File: src/rtl/dacfe_pkg.sv
package dacfe_pkg;
    localparam int CODE_W  = 10;
    localparam int HI_W    = 4;
    localparam int LO_W    = CODE_W - HI_W;
    localparam int THERM_W = (1 << HI_W) - 1;
    localparam int UNIT_W  = 1 << LO_W;

    typedef struct packed {
        logic              fold;
        logic [CODE_W-1:0] code;
    } cap_t;

    typedef struct packed {
        logic [HI_W-1:0] hi;
        logic [LO_W-1:0] lo;
    } seg_t;

    typedef struct packed {
        logic [THERM_W-1:0] therm_on;
        logic [THERM_W-1:0] therm_off;
        logic [LO_W-1:0]    bin_on;
        logic [LO_W-1:0]    bin_off;
    } drv_t;

    function automatic logic [CODE_W-1:0] fold_ref(input logic [CODE_W-1:0] c, input logic f);
        logic [CODE_W-1:0] r;
        r = c;
        if (f && !c[CODE_W-1]) r[CODE_W-2:0] = ~c[CODE_W-2:0];
        return r;
    endfunction
endpackage

File: src/rtl/dacfe_capture.sv
module dacfe_capture import dacfe_pkg::*; (
    input  logic              clk,
    input  logic              rst,
    input  logic [CODE_W-1:0] code,
    input  logic              fold,
    output cap_t              cap_q
);
    always_ff @(posedge clk) begin
        if (rst) cap_q <= '0;
        else begin
            cap_q.code <= code;
            cap_q.fold <= fold;
        end
    end
endmodule

File: src/rtl/dacfe_fold.sv
module dacfe_fold import dacfe_pkg::*; (
    input  cap_t              cap,
    output logic [CODE_W-1:0] word
);
    logic flip;
    assign flip = cap.fold & ~cap.code[CODE_W-1];
    assign word[CODE_W-1] = cap.code[CODE_W-1];
    for (genvar i = 0; i < CODE_W - 1; i++) begin : g_bit
        assign word[i] = cap.code[i] ^ flip;
    end
endmodule

File: src/rtl/dacfe_therm_dec.sv
module dacfe_therm_dec import dacfe_pkg::*; (
    input  logic [HI_W-1:0]    hi,
    output logic [THERM_W-1:0] therm
);
    for (genvar i = 0; i < THERM_W; i++) begin : g_line
        assign therm[i] = (hi > HI_W'(i));
    end
endmodule

File: src/rtl/dacfe_driver.sv
module dacfe_driver import dacfe_pkg::*; (
    input  logic               clk,
    input  logic               rst,
    input  logic [THERM_W-1:0] therm,
    input  logic [LO_W-1:0]    lo,
    output drv_t               drv_q
);
    always_ff @(posedge clk) begin
        if (rst) begin
            drv_q.therm_on  <= '0;
            drv_q.therm_off <= '1;
            drv_q.bin_on    <= '0;
            drv_q.bin_off   <= '1;
        end else begin
            drv_q.therm_on  <= therm;
            drv_q.therm_off <= ~therm;
            drv_q.bin_on    <= lo;
            drv_q.bin_off   <= ~lo;
        end
    end
endmodule

File: src/rtl/dac_seg_frontend.sv
module dac_seg_frontend import dacfe_pkg::*; (
    input  logic               clk,
    input  logic               rst,
    input  logic [CODE_W-1:0]  code_in,
    input  logic               fold_en,
    output logic [THERM_W-1:0] therm_on,
    output logic [THERM_W-1:0] therm_off,
    output logic [LO_W-1:0]    bin_on,
    output logic [LO_W-1:0]    bin_off
);
    cap_t               cap_q;
    logic [CODE_W-1:0]  folded;
    seg_t               seg_q;
    logic [THERM_W-1:0] therm_d;
    drv_t               drv_q;

    dacfe_capture u_cap (
        .clk   (clk),
        .rst   (rst),
        .code  (code_in),
        .fold  (fold_en),
        .cap_q (cap_q)
    );

    dacfe_fold u_fold (
        .cap  (cap_q),
        .word (folded)
    );

    // segment register: both fields take this stage, so they stay aligned
    always_ff @(posedge clk) begin
        if (rst) seg_q <= '0;
        else begin
            seg_q.hi <= folded[CODE_W-1 -: HI_W];
            seg_q.lo <= folded[LO_W-1:0];
        end
    end

    dacfe_therm_dec u_dec (
        .hi    (seg_q.hi),
        .therm (therm_d)
    );

    dacfe_driver u_drv (
        .clk   (clk),
        .rst   (rst),
        .therm (therm_d),
        .lo    (seg_q.lo),
        .drv_q (drv_q)
    );

    assign therm_on  = drv_q.therm_on;
    assign therm_off = drv_q.therm_off;
    assign bin_on    = drv_q.bin_on;
    assign bin_off   = drv_q.bin_off;
endmodule

File: config.mk
export PLATFORM = sky130hd
export DESIGN_NAME = dac_seg_frontend
export DESIGN_NICKNAME = d
export VERILOG_FILES = /design/src/rtl/dacfe_pkg.sv /design/src/rtl/dacfe_capture.sv /design/src/rtl/dacfe_fold.sv /design/src/rtl/dacfe_therm_dec.sv /design/src/rtl/dacfe_driver.sv /design/src/rtl/dac_seg_frontend.sv
export SDC_FILE = /design/constraint.sdc
export NUM_CORES = 1
export LEC_CHECK = 0
export BUFFER_PORTS_ARGS = -buffer_cell sky130_fd_sc_hd__buf_2
export CORE_ASPECT_RATIO = 0.8
export CORE_MARGIN = 2
export CORE_UTILIZATION = 25
export CTS_CLUSTER_DIAMETER = 200
export CTS_CLUSTER_SIZE = 16
export DETAILED_ROUTE_END_ITERATION = 7
export PLACE_DENSITY_LB_ADDON = 0.25
export SYNTH_ARGS = -nofsm -noshare
export SYNTH_HDL_FRONTEND = slang
export SYNTH_HIERARCHICAL = 1
export SYNTH_SLANG_ARGS = --single-unit
File: constraint.sdc
create_clock -name clk -period 1.35 [get_ports clk]
set_input_delay 0.2025 -clock clk [delete_from_list [all_inputs] [get_ports clk]]
set_output_delay 0.2025 -clock clk [all_outputs]
set_load 0.05 [all_outputs]
Yosys cells after proc, flatten, opt, wreduce, memory -nomap -nowiden
Cells that the tools add are included.

operators by class
  add/sub/neg operators = 0
  multipliers = 0
  divide/modulo/power cells = 0
  order comparisons = 15
  equal/unequal tests = 0
  shift-type cells = 0
  mux-type cells = 0
  bitwise logic cells = 13
  reduce and logical (&&, ||, !) cells = 0

operators with widths
  kind                  number
  $gt A4 B4 Y1 const B  7
  $gt A4 B3 Y1 const B  4
  $not A15 Y15          1
  $xor A1 B1 Y1         9
  $gt A4 B1 Y1 const B  2
  $gt A4 B2 Y1 const B  2
  $not A6 Y6            1
  $and A1 B1 Y1         1
  $not A1 Y1            1

storage, ports and cells
  register bits = 63
  latch bits = 0
  bits in writable memories = 0
  ROM bits = 0
  input port bits = 13
  output and inout port bits = 42
  logic and storage cells = 36
  memories kept = 0

Longest topological paths before layout
  word-level depth = 3
  mapped depth = 4
  depth with buffers taken out = 3

Modules after synthesis
Netlist, hierarchy kept.

by module, submodules not included
  module            instances  cells each  area an instance (um^2)
  dacfe_driver      1          88          1123.6
  dacfe_capture     1          23          337.8
  dac_seg_frontend  1          20          262.8
  dacfe_therm_dec   1          24          140.1
  dacfe_fold        1          12          111.4

Least setup slack after synthesis
OpenSTA, ideal clock, no wires.

  path kind = register to register
  from = register, netlist name seg_q[7]
  to = register, netlist name u_drv/drv_q[28]
  library setup time = 0.118 ns
  arrival = 0.902 ns
  required time = 1.232 ns
  slack = 0.331 ns
  cell stages (with the launch flop) = 4
  path buffers = 1
  period minus slack after synthesis = 1.019 ns
  cell sequence = dfxtp_1 buf_6 or3_1 nor2b_1

on the way
  cells in the longest elaborated chain, start to end = 1

RTL lines
  what            line                    RTL
  $gt A4 B1 Y1    dacfe_therm_dec.sv:6    assign therm[i] = (hi > HI_W'(i));
  net therm_d[1]  dac_seg_frontend.sv:14  logic [THERM_W-1:0] therm_d;

The timed path passes the listed nets, and every way through them passes these cells.
A chain may end at the register's enable or synchronous reset.

Worst setup path in the final report
  from = register, netlist name u_drv/drv_q[28]
  to = output port therm_on[1]

RTL lines
  what           line                   RTL
  end, declared  dac_seg_frontend.sv:6  output logic [THERM_W-1:0] therm_on,

No word-level cell between the ends.

==> results.txt <==
* Instance count of the mapped netlist: 167
- The tool flagged a number of max-cap violations equal to 0.
- The number of pins with negative max-slew slack in the final report came to 0.
- Total detailed-routing wirelength: 3194 um
* # setup viols final: 0
- The first global-routing pass estimated 5168 um of wire.
* Diode count: 0
- R2r endpoint: u_drv/drv_q[41]
- The share of total power dissipated in the clock network is 42.7%.
- Of the cells placed in the final design, the portion with a size suffix greater than 1 is 38.60%.
- Measured in cells, the most critical reg-to-reg path has a length of 3.
- Run status: complete, no violations
- Final-stage net count: 236
* Number of fillers in the final layout: 772
- Worst slew pin tran: 0.3402 ns
- Slowest CP cell: sky130_fd_sc_hd__dfxtp_1
* Levels on crit path: 1
- Routed length on met3: 276 um
* Count of final hold-check violations: 0
- The worst setup path is captured at an output pin.
- After detailed routing, the wire length on met1 is 1448 um.
* Post-synthesis sequential area ratio: 63.84%
* Critical path's top delay family: flip-flops
- Nature of the critical path startpoint: register
- In the global route stage, overall resource usage came out at 8.312%.
* Most common cell after layout, fill and taps aside: sky130_fd_sc_hd__dfxtp_1
* Met2 Routed Length: 1409 um
- Number of storage elements in the synthesis netlist: 63
- Leaving out fill and tap cells, the most frequent cells in the layout are sky130_fd_sc_hd__dfxtp_1, sky130_fd_sc_hd__buf_2, sky130_fd_sc_hd__nor2b_1.
* Switching share of total power: 24.79%
* Reg-to-reg critical path startpoint: seg_q[9]
- WL per Instance: 9.592 um
- Final std cells w/o fill: 333
* Peak fanout along the critical path: 1
- The number of antenna violations at the first check in global routing came to 0.
- Longest Clk Path Bufs: 2
* First-pass detailed-route iteration total: 3
- On the final layout, the worst clock skew is 0.007644 ns.
- Entering global routing, the biggest net connects 38 pins.
- Net switching power: 0.001029 W
- The core region is 7532 sq um.
* Power per Cell Area: 1631 nW/um^2
- Top layer reached by signal wires: met4
- In the routed layout, each cell is associated on average with a via count of 3.502.
- Starting Density: 26.23%
* Leakage: 1.078 nW
* Number of clock sinks: 63
- The floorplan step defined a die boundary enclosing 8634 sq um.
- In this run the vertical extent of the chip is 83.51 um.
- Number of placed instances, taps included: 317
* Area of the mapped netlist: 1976 sq um
- The worst path uses 82.73% of the clock period.
- After layout, the minimum clock period comes to 1.117 ns.
- The area growth from synthesis to layout is 28.75%.
- Via count: 1166
- After global routing the overflow that remains totals 0.
* Highest cell delay on the worst timing path: 0.33 ns
- Clock transition at path regs: 0.07 ns
- The detailed router finished its first iteration with 15 violations.
- In this run, distinct cell masters in the synthesized netlist total 23.
* Detailed placer's ending HPWL: 2212 um
- Buffers inserted during clock tree synthesis total 9.
- Arrival time at the worst endpoint: 0.91 ns
* Required time of the critical path: 1.15 ns
- Number of setup buffers added after CTS: 0
* Yosys warns: 6
* Type of the most critical hold path: in2reg
- At the end of routability-driven placement, the weighted congestion stood at 0.6714.
- After detailed routing, the number of remaining DRC violations is 0.
- The number of nets handed over by synthesis was 180.
- DP Area: 2323 sq um
* Cells traversed along the worst timing path: buf_2
* CTS HTree Levels: 3
* Bufs and invs on worst path: 1
- After routing the design area is 2544 sq um.
- For the final routed database, the setup TNS stands at 0 ns.
* Startpoint of the most critical setup path: u_drv/drv_q[28]
- The worst hold path begins at fold_en.
- The floorplan has 28 rows.
- During I/O placement, the number of pins put on the boundary was 55.
- Port buffering added 54 buffers.
- Width of the die: 103.4 um
- In this run the remaining antenna-violating nets after routing total 0.
- In this run the mean area of a mapped cell was 11.83 sq um.
- Reg-to-reg setup timing slack: 0.27 ns
- The critical path ends at therm_on[1].
- Worst IR drop on VDD: 0.0005832 V
- TritonCTS built the clock tree.
- Setup repair after global routing missed its margin: no
- Max_slew headroom: 77.29%
* Highest attainable clock frequency: 0.8954 GHz
- The clock reaches the later pin of the worst-skew pair after 0.34 ns.
- The number of global-route vias before repair is 1084.
* Part of the total power dissipated in sequential elements: 47.8%
- The internal portion of the total power is 0.003121 W.
- Critical path class: reg2out
- Hold-fix buffer count after cts: 0
- Combinational power share: 9.5%
- Number of gates resized after cts: 0
- Clock tree root driver cell: sky130_fd_sc_hd__clkbuf_8
[power groups by stage]
| stage | registers, W | logic (W) | clock network [W] |
|---|---|---|---|
| global placement | 0.00203 | 0.000400 | 0 |
| detailed placement | 0.00203 | 0.000400 | 0 |
| floorplan | 0.00218 | 0.000162 | 0 |
| global route | 0.00199 | 0.000426 | 0.00192 |
| finish | 0.00198 | 0.000395 | 0.00177 |
| CTS | 0.00199 | 0.000402 | 0.00184 |
[final cells by class]
type | instances | area, sq um | area share (%)
tap | 105 | 131.4 | 5.165
clock buffer | 9 | 123.9 | 4.870
clock inverter | 7 | 96.34 | 3.788
multi-input combinational | 91 | 625.6 | 24.59
timing repair buffer | 56 | 297.8 | 11.71
inverter | 2 | 7.507 | 0.2951
sequential | 63 | 1261 | 49.58
[through the flow]
step	power [W]	utilization, %	hold slack (ns)	setup WS, ns
after floorplan	0.002344	-	0.2741	0.3309
after global placement	0.002427	30.85	0.3737	0.3362
after detailed placement	0.002428	30.85	0.3753	0.2884
after CTS	0.004228	33.77	0.05075	0.1851
after global routing	0.004337	33.77	0.05252	0.1616
final	0.004149	33.77	0.07014	0.2332
[cells by family after synthesis]
family	share of synthesized area, %
compound gates	2.280
xor+xnor	3.990
buf+inv	4.496
flops	63.84
simple gates	25.40
[worst register-to-register path: stages, from the launching register on]
cell                      delay, ns
sky130_fd_sc_hd__dfxtp_1       0.52
sky130_fd_sc_hd__nand2_1       0.16
sky130_fd_sc_hd__nor2_1        0.19
sky130_fd_sc_hd__nor2b_1       0.15
[registers in the layout, indices dropped and copies added, names as in the netlist]
register,flops
u_drv/drv_q,42
u_cap/cap_q,11
seg_q,10
[how the worst min path moves through the flow]
stage	endpoint	slack, ns	cells past startpoint
3_3_place_gp	u_drv/drv_q[0]	0.37	1
5_1_grt	u_cap/cap_q[10]	0.05	2
2_1_floorplan	seg_q[0]	0.27	1
4_1_cts	u_cap/cap_q[0]	0.05	2
6_report	u_cap/cap_q[10]	0.07	2
3_5_place_dp	u_drv/drv_q[0]	0.38	1
[metal layers]
metal | up-vias | GRT usage (%)
met2 | 41 | 11.32
met5 | - | 0
met4 | 0 | 5.742
met3 | 7 | 4.774
met1 | 502 | 9.627
li1 | 616 | -
[Yosys cell counts (all sizes together)]
master | number | area, sq um
a21o | 1 | 8.760
a21oi | 1 | 5.000
a31o | 1 | 8.760
and2b | 1 | 8.760
and3 | 1 | 7.510
buf | 10 | 77.57
clkbuf | 1 | 3.750
dfxtp | 63 | 1261
inv | 2 | 7.510
nand2 | 4 | 15.01
nand2b | 23 | 151.4
nor2 | 4 | 15.01
nor2b | 42 | 297.8
o21a | 1 | 7.510
o21ai | 1 | 5.000
o31a | 1 | 10.01
or3 | 1 | 6.260
xnor2 | 9 | 78.83
No activity file was read; power rests on OpenSTA's default activity.
